[config.mk]
export PLATFORM = sky130hd
export DESIGN_NAME = txring_fetch
export DESIGN_NICKNAME = d
export VERILOG_FILES = /design/src/rtl/txr_pkg.sv /design/src/rtl/txr_ctrl.sv /design/src/rtl/txr_dp.sv /design/src/rtl/txring_fetch.sv
export SDC_FILE = /design/constraint.sdc
export NUM_CORES = 1
export LEC_CHECK = 0
export BUFFER_PORTS_ARGS = -buffer_cell sky130_fd_sc_hd__buf_2
export CORE_MARGIN = 3
export CORE_UTILIZATION = 58
export CTS_CLUSTER_DIAMETER = 80
export DETAILED_ROUTE_END_ITERATION = 7
export PLACE_DENSITY = 0.81
export SLEW_MARGIN = 30
export SYNTH_ARGS = -nofsm -noshare
export SYNTH_HDL_FRONTEND = slang
export SYNTH_SLANG_ARGS = --single-unit
[constraint.sdc]
create_clock -name clk -period 4.8 [get_ports clk]
set_clock_uncertainty 0.15 [all_clocks]
set_input_delay 0.72 -clock clk [delete_from_list [all_inputs] [get_ports clk]]
set_output_delay 0.72 -clock clk [all_outputs]
set_load 0.05 [all_outputs]
[src/rtl/txr_pkg.sv]
package txr_pkg;
  localparam int HDR_OFF_LSB = 16;
  localparam int HDR_IEN_BIT = 24;
  localparam int HDR_SEG1_BIT = 25;
  localparam int HDR_SEG2_BIT = 26;
  localparam int ST_DONE_BIT = 32;
  localparam int ST_OK_BIT = 33;
  localparam int ST_LONG_BIT = 34;
  localparam int ST_ERR_LSB = 35;

  typedef struct packed {
    logic       capHdr;
    logic       capSeg1;
    logic       capSeg2;
    logic       loadReg;
    logic [1:0] regSel;
    logic       capWord;
    logic       emitData;
    logic       emitPad;
    logic       clearCnt;
    logic       tooLong;
  } txStrobe_t;
endpackage

[src/rtl/txr_ctrl.sv]
module txr_ctrl
  import txr_pkg::*;
#(
  parameter int IDX_W = 3,
  parameter int AW = 10,
  parameter int MAX_FRAME = 1518
) (
  input  logic             clk,
  input  logic             rstN,
  input  logic [IDX_W-1:0] wrIdx,
  input  logic [AW-1:0]    ringBase,
  input  logic [63:0]      memRdData,
  input  logic [AW-1:0]    curWord,
  input  logic             lastByte,
  input  logic             regEnd,
  input  logic             wordEnd,
  input  logic             hdrIntEn,
  output txStrobe_t        stb,
  output logic             memRdEn,
  output logic             memWrEn,
  output logic [AW-1:0]    memAddr,
  output logic [AW-1:0]    descBase,
  output logic [IDX_W-1:0] rdIdx,
  output logic             txIrq
);
  localparam int DESC_SH = 4;

  typedef enum logic [3:0] {
    S_IDLE, S_HDR, S_SEG1, S_SEG2, S_NEXT, S_RD, S_LD, S_EMIT, S_PAD, S_WB
  } state_t;

  state_t     state;
  logic [2:0] pend;
  logic       tooLongR;
  logic       hdrTooLong;
  logic [1:0] pick;

  assign descBase   = ringBase + AW'({rdIdx, {DESC_SH{1'b0}}});
  assign hdrTooLong = memRdData[15:0] >= 16'(MAX_FRAME);
  assign pick       = pend[0] ? 2'd0 : (pend[1] ? 2'd1 : 2'd2);

  always_ff @(posedge clk) begin
    if (!rstN) begin
      state    <= S_IDLE;
      pend     <= '0;
      tooLongR <= 1'b0;
      rdIdx    <= '0;
      txIrq    <= 1'b0;
    end else begin
      txIrq <= 1'b0;
      case (state)
        S_IDLE: if (rdIdx != wrIdx) state <= S_HDR;
        S_HDR: begin
          pend <= {memRdData[HDR_SEG2_BIT] & memRdData[HDR_SEG1_BIT],
                   memRdData[HDR_SEG1_BIT], |memRdData[HDR_OFF_LSB +: 7]};
          tooLongR <= hdrTooLong;
          if (hdrTooLong) state <= S_WB;
          else if (memRdData[HDR_SEG1_BIT]) state <= S_SEG1;
          else state <= S_NEXT;
        end
        S_SEG1: state <= pend[2] ? S_SEG2 : S_NEXT;
        S_SEG2: state <= S_NEXT;
        S_NEXT: begin
          if (|pend) begin
            pend[pick] <= 1'b0;
            state <= S_RD;
          end else begin
            state <= S_PAD;
          end
        end
        S_RD: state <= S_LD;
        S_LD: state <= S_EMIT;
        S_EMIT: begin
          if (lastByte) state <= S_WB;
          else if (regEnd) state <= S_NEXT;
          else if (wordEnd) state <= S_RD;
        end
        S_PAD: if (lastByte) state <= S_WB;
        S_WB: begin
          rdIdx <= rdIdx + 1'b1;
          txIrq <= hdrIntEn;
          state <= S_IDLE;
        end
        default: state <= S_IDLE;
      endcase
    end
  end

  always_comb begin
    stb      = '0;
    memRdEn  = 1'b0;
    memWrEn  = 1'b0;
    memAddr  = descBase;
    stb.tooLong = tooLongR;
    case (state)
      S_IDLE: memRdEn = (rdIdx != wrIdx);
      S_HDR: begin
        stb.capHdr   = 1'b1;
        stb.clearCnt = 1'b1;
        memRdEn = !hdrTooLong && memRdData[HDR_SEG1_BIT];
        memAddr = descBase + AW'(1);
      end
      S_SEG1: begin
        stb.capSeg1 = 1'b1;
        memRdEn = pend[2];
        memAddr = descBase + AW'(2);
      end
      S_SEG2: stb.capSeg2 = 1'b1;
      S_NEXT: begin
        stb.loadReg = |pend;
        stb.regSel  = pick;
      end
      S_RD: begin
        memRdEn = 1'b1;
        memAddr = curWord;
      end
      S_LD:   stb.capWord  = 1'b1;
      S_EMIT: stb.emitData = 1'b1;
      S_PAD:  stb.emitPad  = 1'b1;
      S_WB:   memWrEn = 1'b1;
      default: ;
    endcase
  end
endmodule

[src/rtl/txr_dp.sv]
module txr_dp
  import txr_pkg::*;
#(
  parameter int AW = 10,
  parameter int MIN_FRAME = 60
) (
  input  logic          clk,
  input  logic          rstN,
  input  txStrobe_t     stb,
  input  logic [63:0]   memRdData,
  input  logic [AW-1:0] descBase,
  input  logic [3:0]    errIn,
  output logic [AW-1:0] curWord,
  output logic          lastByte,
  output logic          regEnd,
  output logic          wordEnd,
  output logic          hdrIntEn,
  output logic [63:0]   memWrData,
  output logic          outValid,
  output logic [7:0]    outByte,
  output logic          outLast
);
  localparam int CNT_W = 17;

  logic [63:0]      hdr, seg1, seg2, wordBuf;
  logic [2:0]       lane;
  logic [CNT_W-1:0] remain, sent, hdrLen, total;
  logic [6:0]       inlOff;
  logic [63:0]      stat;

  assign inlOff   = hdr[HDR_OFF_LSB +: 7];
  assign hdrLen   = {1'b0, hdr[15:0]} + CNT_W'(1);
  assign total    = (hdrLen < CNT_W'(MIN_FRAME)) ? CNT_W'(MIN_FRAME) : hdrLen;
  assign lastByte = (sent == total - CNT_W'(1));
  assign regEnd   = (remain == CNT_W'(1));
  assign wordEnd  = (lane == 3'd7);
  assign hdrIntEn = hdr[HDR_IEN_BIT];

  always_comb begin
    stat = '0;
    stat[ST_DONE_BIT] = 1'b1;
    stat[ST_OK_BIT]   = !stb.tooLong && (errIn == 4'd0);
    stat[ST_LONG_BIT] = stb.tooLong;
    stat[ST_ERR_LSB +: 4] = stb.tooLong ? 4'd0 : errIn;
    memWrData = hdr | stat;
  end

  always_ff @(posedge clk) begin
    if (!rstN) begin
      hdr      <= '0;
      seg1     <= '0;
      seg2     <= '0;
      wordBuf  <= '0;
      curWord  <= '0;
      lane     <= '0;
      remain   <= '0;
      sent     <= '0;
      outValid <= 1'b0;
      outByte  <= '0;
      outLast  <= 1'b0;
    end else begin
      outValid <= stb.emitData | stb.emitPad;
      outLast  <= (stb.emitData | stb.emitPad) & lastByte;
      outByte  <= 8'd0;
      if (stb.capHdr)   hdr  <= memRdData;
      if (stb.capSeg1)  seg1 <= memRdData;
      if (stb.capSeg2)  seg2 <= memRdData;
      if (stb.capWord)  wordBuf <= memRdData;
      if (stb.clearCnt) sent <= '0;
      if (stb.loadReg) begin
        case (stb.regSel)
          2'd0: begin
            curWord <= descBase + AW'(inlOff[6:3]);
            lane    <= inlOff[2:0];
            remain  <= CNT_W'(128) - CNT_W'(inlOff);
          end
          2'd1: begin
            curWord <= seg1[16 +: AW];
            lane    <= '0;
            remain  <= {1'b0, seg1[15:0]} + CNT_W'(1);
          end
          default: begin
            curWord <= seg2[16 +: AW];
            lane    <= '0;
            remain  <= {1'b0, seg2[15:0]} + CNT_W'(1);
          end
        endcase
      end
      if (stb.emitData) begin
        outByte <= wordBuf[{lane, 3'b000} +: 8];
        lane    <= lane + 3'd1;
        remain  <= remain - CNT_W'(1);
        sent    <= sent + CNT_W'(1);
        if (wordEnd) curWord <= curWord + AW'(1);
      end
      if (stb.emitPad) sent <= sent + CNT_W'(1);
    end
  end
endmodule

[src/rtl/txring_fetch.sv]
module txring_fetch
  import txr_pkg::*;
#(
  parameter int IDX_W = 3,
  parameter int AW = 10,
  parameter int MAX_FRAME = 1518,
  parameter int MIN_FRAME = 60
) (
  input  logic             clk,
  input  logic             rstN,
  input  logic [AW-1:0]    ringBase,
  input  logic [IDX_W-1:0] wrIdx,
  output logic             memRdEn,
  output logic [AW-1:0]    memAddr,
  input  logic [63:0]      memRdData,
  output logic             memWrEn,
  output logic [63:0]      memWrData,
  input  logic [3:0]       errIn,
  output logic             outValid,
  output logic [7:0]       outByte,
  output logic             outLast,
  output logic [IDX_W-1:0] rdIdx,
  output logic [31:0]      statusWord,
  output logic             txIrq
);
  txStrobe_t     stb;
  logic [AW-1:0] curWord, descBase;
  logic          lastByte, regEnd, wordEnd, hdrIntEn;

  txr_ctrl #(.IDX_W(IDX_W), .AW(AW), .MAX_FRAME(MAX_FRAME)) u_ctrl (
    .clk(clk), .rstN(rstN), .wrIdx(wrIdx), .ringBase(ringBase),
    .memRdData(memRdData), .curWord(curWord), .lastByte(lastByte),
    .regEnd(regEnd), .wordEnd(wordEnd), .hdrIntEn(hdrIntEn), .stb(stb),
    .memRdEn(memRdEn), .memWrEn(memWrEn), .memAddr(memAddr),
    .descBase(descBase), .rdIdx(rdIdx), .txIrq(txIrq)
  );

  txr_dp #(.AW(AW), .MIN_FRAME(MIN_FRAME)) u_dp (
    .clk(clk), .rstN(rstN), .stb(stb), .memRdData(memRdData),
    .descBase(descBase), .errIn(errIn), .curWord(curWord),
    .lastByte(lastByte), .regEnd(regEnd), .wordEnd(wordEnd),
    .hdrIntEn(hdrIntEn), .memWrData(memWrData), .outValid(outValid),
    .outByte(outByte), .outLast(outLast)
  );

  assign statusWord = (32'(rdIdx) << 16) | 32'(txIrq);
endmodule

==> results.md <==
* Max cap viols at 0
* Wire per inst at 18.0 um
* Ports at 205
* Buffers on Ports at roughly 180
* Cells after Synth at 1796
* CTS tree: done
* Final hold violations at 0
* Total negative slack at 0 ns
* Die H at 161 um
* Final cycle utilization of the critical path at 93.5%
* Sequential share of the synthesized area at 35.9%
* Via/cell ratio at 6.02
* Initial core utilization at 60.1%
* CP Cell Sequence: nand4_1 > buf_4 > nor4_4 > mux2i_2 > and4_2 > nand2_1 > nand2_1 > ha_1 > inv_1 > nor2_1 > and2_1 > xnor3_1 > o32a_1 > o22ai_2 > o2111ai_2 > a2111oi_4 > buf_4 > mux2i_1
* Grt ovf at 0
* Buf+Inv Stages, Crit Path at 3
* CTS root buf: clkbuf_16
* PD cells at 463 nW/um^2
* Initial antenna violation count at 0
* Mean Syn Cell Area at approximately 7.7 sq um
* Final Max Tran Viols at 0
* Detail Route Antenna Nets at 0
* Mapped Area at around 14000 sq um
* Worst Hold Path Cells at 3
* Crit. path cell count at 18
* CP Capture Type: flop
* Largest family of logic cells by synthesized area: simple AND/OR/NAND/NOR gates
* Final core utilization at about 67%
* Die Width at around 160 um
* Max Clk Rate at 223 MHz
* RSZ-0062 raised after global routing: false
* Number of remaining DRC errors at 0
* Final Critical Period at ~4.5 ns
* Synth cell types at 88
* WP data required at 5.14 ns
* Adder-Cell Fraction of Synth Area at under 10%
* HPWL after detailed placement at 27800 um
* Worst-Skew Late Latency at 0.55 ns
* Worst Hold Class: primary input to flop
* Max stage delay on crit path at 0.39 ns
* Final WL at 39500 um
* First-pass GRT wire length at about 62000 um
* R2R depth at 18
* Lkg Pwr at 0.00595 uW
* Vias in the first global route at 12300
* Tightest Pin Transition at 0.881 ns
* Yosys warning total at 0
* Slew margin rel. at between 40% and 50%
* Maximum fanout along the worst path at 5
* Core Rows at 55
* Routability-driven placement congestion ratio at 0.936
* Overall Global Routing Usage at a little under 30%
* Delay-heaviest family, CP: simple AND/OR/NAND/NOR gates
* Startpoint types: flop
* Xor/xnor share of the synthesized area at between 5 and 6%
* Num CTS Buffers at 26
* Simple-gate share of the synthesized area at 24.4%
* Largest net degree at the start of global routing at 97
* Synth Register Bits at around 250
* Fraction of layout cells with a size suffix above 1 at approximately 17%
* Vias at 13200
* Syn-to-layout area delta at 11.6%
* Critical setup path kind: flop to flop
* Mux contribution to synthesized area at ~5.4%
* Fin nets at 1963
* Die ar. at 25800 sq um
* Clock buffer depth at 3
* Synth Flop Type: dfxtp_1
* CTS clk-pin slew, worst paths at 0.07 ns
* Ys async rst share at 0%
* H-Tree Depth at 1
* Status: finished, final reports clean
* Sink Count at 248
* # setup viols final at 0
* Drt pass-1 iters at 7
* CP Data Arrival Time at 4.83 ns
* VDD IR max at about 390 uV
* Slowest stage cell, crit path: dfxtp_1
* Initial DRC Count at 1454
* Post-synth EDFFs at 0
* Synth Area in Compound Gates at 17.7%
* Core ar. at 23100 sq um
==> routing by layer <==
layer | track usage (%) | share of wire, %
met1 | 38.6 | 41
met2 | 47.2 | 47
met5 | 0 | 0
met4 | 11.4 | 3.9
met3 | 4.69 | 8.6
==> path summary, 6_finish.rpt <==
kind / to / startpoint / slack [ns]
max reg2reg: u_ctrl.state[0] / u_dp.hdr[11] / 0.31
min reg2reg: u_dp.wordBuf[49] / u_dp.wordBuf[49] / 0.30
max: u_ctrl.state[0] / u_dp.hdr[11] / 0.31
min: u_dp.wordBuf[32] / memRdData[32] / 0.26
==> cell usage after synthesis (all sizes together) (6+ instances only) <==
master	number	area (sq um)
inv	18	67.6
a21o	12	90.1
nand3	54	280
buf	107	766
nand4	22	150
a21oi	234	1170
and3	16	105
o31ai	13	97.6
and2	13	81.3
nand2b	10	62.6
a31oi	8	50.1
or2	6	37.5
mux2i	36	360
o211ai	7	52.6
clkbuf	95	368
a211oi	15	113
o21ai	47	235
dfxtp	248	4960
nor4	9	77.6
and4	7	63.8
nor2	99	372
mux4	16	360
or3	7	50.1
xnor2	52	455
nand2	460	1730
ha	20	250
a222oi	6	60.1
or4	6	45.0
nand3b	6	45.0
nor3	24	130
xor2	28	245
==> sequential cells by signal, summed over array words and instances (netlist names), 8 cells and up <==
signal	cells
u_dp.wordBuf	64
u_dp.seg2	26
u_dp.sent	17
u_dp.outByte	8
u_dp.hdr	63
u_dp.remain	17
u_dp.curWord	10
u_dp.seg1	26
==> tightest hold or removal path: stages <==
cell and delay, ns:
buf_2 0.09, nand2_1 0.05, a21oi_1 0.06
==> timing repair <==
| action | in CTS | in global routing |
|---|---|---|
| endpoints found under the setup margin | 0 | 4 |
| resized for setup | 0 | 18 |
| hold buffers | 0 | 0 |
| setup buffers | 0 | 4 |
==> stage by stage <==
stage          worst slack (ns)  area, sq um  hold WS [ns]  power [uW]  instances
2_1_floorplan             0.420        13900         0.281        4390       1823
3_3_place_gp              0.294        14400         0.290        4790       2139
3_5_place_dp              0.112        14400         0.293        4830       2139
4_1_cts                   0.114        15300         0.247        7110       2187
5_1_grt                 0.00811        15400         0.257        7470       2191
6_report                  0.311        15500         0.263        7160       2192
==> cell families (layout without fill, tap and decap cells) <==
kind of cell / Yosys count / after routing
and+or+nand+nor: 758 / 758
AOI/OAI and AO/OA: 406 / 406
DFF: 248 / 248
buffers and inverters: 221 / 276
xor gates and xnor gates: 84 / 84
muxes: 55 / 55
adders and majority gates: 22 / 22
other: 2 / 30
==> power breakdown <==
group	leakage, uW	internal, uW	switching [uW]
Clock	0.000475	1400	889
Sequential	0.00201	2200	188
Combinational	0.00346	760	1720
==> layout by cell type (no fill, tap or decap), types with 7 or more instances in the layout <==
| cell type | n |
|---|---|
| a211oi_1 | 15 |
| a21o_1 | 12 |
| a21oi_1 | 234 |
| a31oi_1 | 8 |
| and2_1 | 12 |
| and3_1 | 15 |
| buf_2 | 175 |
| buf_4 | 34 |
| bufinv_16 | 7 |
| clkbuf_16 | 26 |
| conb_1 | 29 |
| dfxtp_1 | 242 |
| ha_1 | 19 |
| inv_1 | 17 |
| mux2i_1 | 35 |
| mux4_2 | 16 |
| nand2_1 | 460 |
| nand2b_1 | 9 |
| nand3_1 | 51 |
| nand4_1 | 20 |
| nor2_1 | 97 |
| nor3_1 | 21 |
| nor4_1 | 7 |
| o211ai_1 | 7 |
| o21ai_0 | 46 |
| o31ai_1 | 11 |
| xnor2_1 | 52 |
| xor2_1 | 28 |
==> cell type report <==
type | count | area [sq um]
diodes | 1 | 2.50
clock buffers | 30 | 676
clock inverters | 18 | 307
fillers | 1904 | 7600
inverters | 19 | 76.3
multi-input cells | 1354 | 7900
flip-flops and latches | 248 | 4970
well taps | 313 | 392
repair buffers | 209 | 1130
No activity file was read; power rests on OpenSTA's default activity.
